$ cat src/rtl/xec_pkg.sv
package xec_pkg;

  // Positions of the mode byte fields
  localparam int MB_CHAIN_EN   = 7;
  localparam int MB_CHAIN_ZERO = 6;
  localparam int MB_IRQ_EACH   = 5;
  localparam int MB_AREA_SRC   = 4;

  typedef struct packed {
    logic chain;
    logic flag_clr;
    logic en_clr;
    logic irq;
    logic area_src;
    logic area_dst;
  } xec_act_t;

  // Chaining rule: enabled, and either unconditional or count hit zero
  function automatic logic chain_rule(input logic en, input logic on_zero,
                                      input logic zero);
    return en & (~on_zero | zero);
  endfunction

  // Completion: only checked when no chain is taken
  function automatic logic end_rule(input logic chain, input logic zero);
    return ~chain & zero;
  endfunction

  // Interrupt: every transfer, or only on completion
  function automatic logic irq_rule(input logic each, input logic ended);
    return each | ended;
  endfunction

endpackage

$ cat src/rtl/xec_counter.sv
module xec_counter #(
  parameter int CNT_W = 8
) (
  input  logic [CNT_W-1:0] count_i,
  output logic [CNT_W-1:0] dec_o,
  output logic             zero_o
);
  localparam logic [CNT_W-1:0] ONE = CNT_W'(1);

  function automatic logic [CNT_W-1:0] dec_fn(input logic [CNT_W-1:0] c);
    return c - ONE;
  endfunction

  always_comb begin
    dec_o  = dec_fn(count_i);
    zero_o = (dec_o == '0);
  end
endmodule

$ cat src/rtl/xec_decide.sv
module xec_decide
  import xec_pkg::*;
(
  input  logic [7:0] mode_i,
  input  logic       zero_i,
  output xec_act_t   act_o,
  output logic       chain_take_o,
  output logic       end_reached_o
);
  logic unused_mode_low;
  assign unused_mode_low = ^mode_i[3:0];

  always_comb begin
    chain_take_o   = chain_rule(mode_i[MB_CHAIN_EN], mode_i[MB_CHAIN_ZERO], zero_i);
    end_reached_o  = end_rule(chain_take_o, zero_i);
    act_o.chain    = chain_take_o;
    act_o.flag_clr = end_reached_o;
    act_o.en_clr   = end_reached_o;
    act_o.irq      = irq_rule(mode_i[MB_IRQ_EACH], end_reached_o);
    act_o.area_src = mode_i[MB_AREA_SRC];
    act_o.area_dst = ~mode_i[MB_AREA_SRC];
  end
endmodule

$ cat src/rtl/xec_pulse_reg.sv
module xec_pulse_reg
  import xec_pkg::*;
#(
  parameter int CNT_W = 8
) (
  input  logic             clk,
  input  logic             rst,
  input  logic             fire_i,
  input  xec_act_t         act_i,
  input  logic [CNT_W-1:0] dec_i,
  output xec_act_t         act_q,
  output logic [CNT_W-1:0] cnt_q
);
  always_ff @(posedge clk) begin
    if (rst) begin
      act_q <= '0;
      cnt_q <= '0;
    end else begin
      act_q <= fire_i ? act_i : '0;
      if (fire_i) cnt_q <= dec_i;
    end
  end

  // without a strobe, nothing pulses
  p_quiet_r2: assert property (@(posedge clk) disable iff (rst)
    !fire_i |=> (act_q == '0));
  // exactly one area strobe per transfer
  p_area_one_r10: assert property (@(posedge clk) disable iff (rst)
    fire_i |=> (act_q.area_src ^ act_q.area_dst));
endmodule

$ cat src/rtl/xfer_end_ctrl.sv
module xfer_end_ctrl
  import xec_pkg::*;
#(
  parameter int CNT_W = 8
) (
  input  logic             clk,
  input  logic             rst,
  input  logic             done_i,
  input  logic [7:0]       mode_i,
  input  logic [CNT_W-1:0] count_i,
  output logic             chain_req_o,
  output logic             flag_clr_o,
  output logic             en_clr_o,
  output logic             irq_o,
  output logic             area_src_o,
  output logic             area_dst_o,
  output logic [CNT_W-1:0] count_o
);
  logic [CNT_W-1:0] dec_cnt;
  logic             cnt_zero;
  logic             chain_take;
  logic             end_reached;
  xec_act_t         act_d, act_q;

  xec_counter #(.CNT_W(CNT_W)) u_cnt (
    .count_i(count_i), .dec_o(dec_cnt), .zero_o(cnt_zero)
  );

  xec_decide u_dec (
    .mode_i(mode_i), .zero_i(cnt_zero), .act_o(act_d),
    .chain_take_o(chain_take), .end_reached_o(end_reached)
  );

  xec_pulse_reg #(.CNT_W(CNT_W)) u_reg (
    .clk(clk), .rst(rst), .fire_i(done_i), .act_i(act_d),
    .dec_i(dec_cnt), .act_q(act_q), .cnt_q(count_o)
  );

  assign chain_req_o = act_q.chain;
  assign flag_clr_o  = act_q.flag_clr;
  assign en_clr_o    = act_q.en_clr;
  assign irq_o       = act_q.irq;
  assign area_src_o  = act_q.area_src;
  assign area_dst_o  = act_q.area_dst;

  // chaining disabled means no chain
  p_no_chain_r4: assert property (@(posedge clk) disable iff (rst)
    (done_i && !mode_i[7]) |=> !chain_req_o);
  // a chain suppresses flag and enable clearing
  p_chain_no_clr_r7: assert property (@(posedge clk) disable iff (rst)
    chain_req_o |-> (!flag_clr_o && !en_clr_o));
  // per-transfer interrupt
  p_irq_each_r8: assert property (@(posedge clk) disable iff (rst)
    (done_i && mode_i[5]) |=> irq_o);
  // completion clears come together with the interrupt
  p_clr_pair_r9: assert property (@(posedge clk) disable iff (rst)
    flag_clr_o |-> (en_clr_o && irq_o));
  // count output moves only on a strobe
  p_cnt_hold_r3: assert property (@(posedge clk) disable iff (rst)
    !done_i |=> $stable(count_o));
  // completion only when the count is zero
  p_clr_zero_r9: assert property (@(posedge clk) disable iff (rst)
    flag_clr_o |-> (count_o == '0));
endmodule

$ cat config.mk
export PLATFORM = sky130hd
export DESIGN_NAME = xfer_end_ctrl
export DESIGN_NICKNAME = d
export VERILOG_FILES = /design/src/rtl/xec_pkg.sv /design/src/rtl/xec_counter.sv /design/src/rtl/xec_decide.sv /design/src/rtl/xec_pulse_reg.sv /design/src/rtl/xfer_end_ctrl.sv
export SDC_FILE = /design/constraint.sdc
export NUM_CORES = 1
export LEC_CHECK = 0
export ABC_AREA = 1
export BUFFER_PORTS_ARGS = -buffer_cell sky130_fd_sc_hd__clkbuf_2
export CELL_PAD_IN_SITES_DETAIL_PLACEMENT = 0
export CELL_PAD_IN_SITES_GLOBAL_PLACEMENT = 1
export CORE_ASPECT_RATIO = 1.25
export CORE_UTILIZATION = 30
export DETAILED_ROUTE_END_ITERATION = 8
export PLACE_DENSITY = 0.87
export SKIP_LAST_GASP = 1
export SYNTH_ARGS = -nofsm -noshare
export SYNTH_HDL_FRONTEND = slang
export SYNTH_SLANG_ARGS = --single-unit
$ cat constraint.sdc
create_clock -name clk -period 1.32 [get_ports clk]
set_input_delay 0.264 -clock clk [delete_from_list [all_inputs] [get_ports clk]]
set_output_delay 0.264 -clock clk [all_outputs]
set_load 0.01 [all_outputs]
==> qor.csv <==
metric,value,unit
status,completed,
synth_fa_ha_area_share,3.597,%
cts_buffers,3,
wirelength,1340,um
reg2reg_to,u_reg.cnt_q[2],
ctsHoldBuffers,0,
synthFlopType,dfxtp_1,
finalSetupViolations,0,
grt.total_usage,12.36,%
holdWs,0.1570,ns
syn_nets,118,
setup_tns,0,ns
slowest_delay,0.23,ns
slowest_stage,ha_1,
globalplace.congestion,0.7090,
grt_pass1_wl,2290,um
synth.area.mux_share,0,%
htree_num_levels,1,
utilization,43.02,%
wire_per_inst,8.121,um
ys_top_cells_by_area,"dfxtp_1 (37%), nor2_1 (10%), inv_1 (7.6%)",
slew_headroom,86.38,%
rsz0062_at_grt,no,
dieArea,2517,um^2
grt_pass1_vias,627,
finalCriticalPeriod,1.114,ns
clock_skew,0,ns
cp_data_arrival_time,1.32,ns
num_antenna_cells,0,
drt_iter0_drc,5,
leakage,0.5141,nW
yosysTopAreaCellShare,37.41,%
finalNetCount,156,
slew_viol_final,0,
syn_inst,97,
crit_family,simple AND/OR/NAND/NOR gates,
r2r_setup_slack,0.57,ns
min_from,mode_i[4],
path_cells,"clkbuf_2, inv_1, ha_1, inv_1, nand2_1, nand3_1, nor2_2, nand2_1, nor2_2, nand2_2, o21ai_2",
min_path_type,in -> reg,
tritoncts,yes,
firstDrtPassIters,2,
drive_gt1_share,42.54,%
fin_area,940.9,um^2
synth_xor_area_share,1.259,%
yosys_warnings,0,
worstSetupPathType,in -> reg,
clock-sinks,13,
ir_drop,300.7,uV
yosys.area_share.simple,35.97,%
worstMarginPinSlew,0.2036,ns
cp-end-kind,flop,
cts-resized-gates,0,
r2r_start,u_reg.cnt_q[2],
synth-async-reset-ratio,0,%
start_util,31.81,%
die_w,45.07,um
ys_types,22,
drc,0,
period_share,84.42,%
hold_depth,2,
fp.dieH,55.84,um
placed_area,914.6,um^2
yosysSeqAreaShare,37.41,%
synth_top_family_by_area,simple AND/OR/NAND/NOR gates,
pre_cts_slack,-0.09164,ns
timing.max_cap.violations,0,
synth-compound-area-share,9.712,%
cts_buffer_depth,2,
fp-row-count,19,
clkLatencyLatePin,0.27,ns
holdPathEnd,u_reg.act_q[0],
final_cells,165,
via_per_inst,4.145,
yosys.area.top_type,dfxtp_1,
n_fill_cell,249,
via_count,684,
antenna_found_initial,0,
crit_buf_inv,3,
grt_start_max_net_pins,12,
layout_setup_ws,0.2057,ns
antenna_left,0,
max_freq,897.4,MHz
post_cts_buffers,0,
finalPower,832.8,uW
start_kind,input port,
synth.most_common_cell,nor2_1,
ys_ff_latch,13,
syn_area_per_cell,7.172,um^2
grt.overflow.total,0,
required,1.52,ns
clockRootBuffer,clkbuf_4,
clkTransAtPathRegs,0.08,ns
worst-r2r-cell-count,3,
dp_hpwl,1184,um
synthTopCellsByCount,"nor2_1 (19), inv_1 (14), dfxtp_1 (13), nand2_1 (13)",
power_density,885.1,nW/um^2
core,2187,um^2
portBuffers,28,
area_growth,35.25,%
critPathMaxFanout,5,
synth_edf_count,0,
num_io_pins,33,
synth_area,695.7,um^2
dpl.cell_count,161,
hold_viol_final,0,
-- worst max-delay path by stage --
| stage | startpoint | end | slack, ns | cells after the start |
|---|---|---|---|---|
| after floorplan | count_i[0] | u_reg.act_q[5] | 0.10 | 10 |
| after global placement | count_i[0] | u_reg.act_q[5] | -0.07 | 11 |
| after detailed placement | count_i[0] | u_reg.act_q[2] | -0.09 | 11 |
| after CTS | count_i[0] | u_reg.act_q[2] | 0.19 | 11 |
| after global routing | count_i[0] | u_reg.act_q[5] | 0.02 | 11 |
| final | count_i[0] | u_reg.act_q[2] | 0.21 | 11 |
-- metal layers --
layer | vias up | global-route usage [%] | share of wire [%] | routed length, um
li1 | 371 | - | - | -
met3 | 2 | 2.922 | 4.5 | 60
met5 | - | 0 | 0 | 0
met1 | 293 | 12.20 | 42 | 562
met4 | 0 | 7.792 | 1.4 | 19
met2 | 18 | 21.74 | 52 | 698
-- cells by family after synthesis --
logic type               count (synthesis)
flip-flops                              13
buffers and inverters                   20
AND/OR/NAND/NOR                         51
adder cells (fa/ha/maj)                  2
AO/OA/AOI/OAI                           10
XOR/XNOR                                 1
-- state kept, by name (all words and copies together), names as in the netlist --
signal,count
u_reg.act_q,5
u_reg.cnt_q,8
-- report_power, final --
part           leakage, nW  internal [mW]  switching [mW]
sequential           0.107          0.414          0.0102
clock               0.0150          0.117           0.119
combinational        0.392         0.0790          0.0933
-- layout make-up --
| cell class | count | area [um^2] | share of cell area [%] |
|---|---|---|---|
| well taps | 31 | 38.79 | 4.122 |
| clock buffers | 4 | 26.28 | 2.793 |
| inverters | 17 | 63.81 | 6.782 |
| repair buffers | 36 | 200.2 | 21.28 |
| multi-input cells | 64 | 351.6 | 37.37 |
| flip-flops and latches | 13 | 260.3 | 27.66 |
-- cell usage in the layout (no fill, tap or decap), types with 2 or more instances in the layout --
| master | count |
|---|---|
| nor2_1 | 19 |
| buf_4 | 8 |
| nand3_1 | 3 |
| nand2_2 | 5 |
| nor2_2 | 4 |
| a211oi_1 | 2 |
| clkbuf_4 | 3 |
| inv_2 | 3 |
| clkbuf_2 | 28 |
| nand2_1 | 13 |
| dfxtp_1 | 13 |
| nand3b_1 | 2 |
| inv_1 | 14 |
| o21ai_0 | 5 |
| ha_1 | 2 |
| nor2_4 | 2 |
Note: power is estimated with default switching activity, not from simulation.
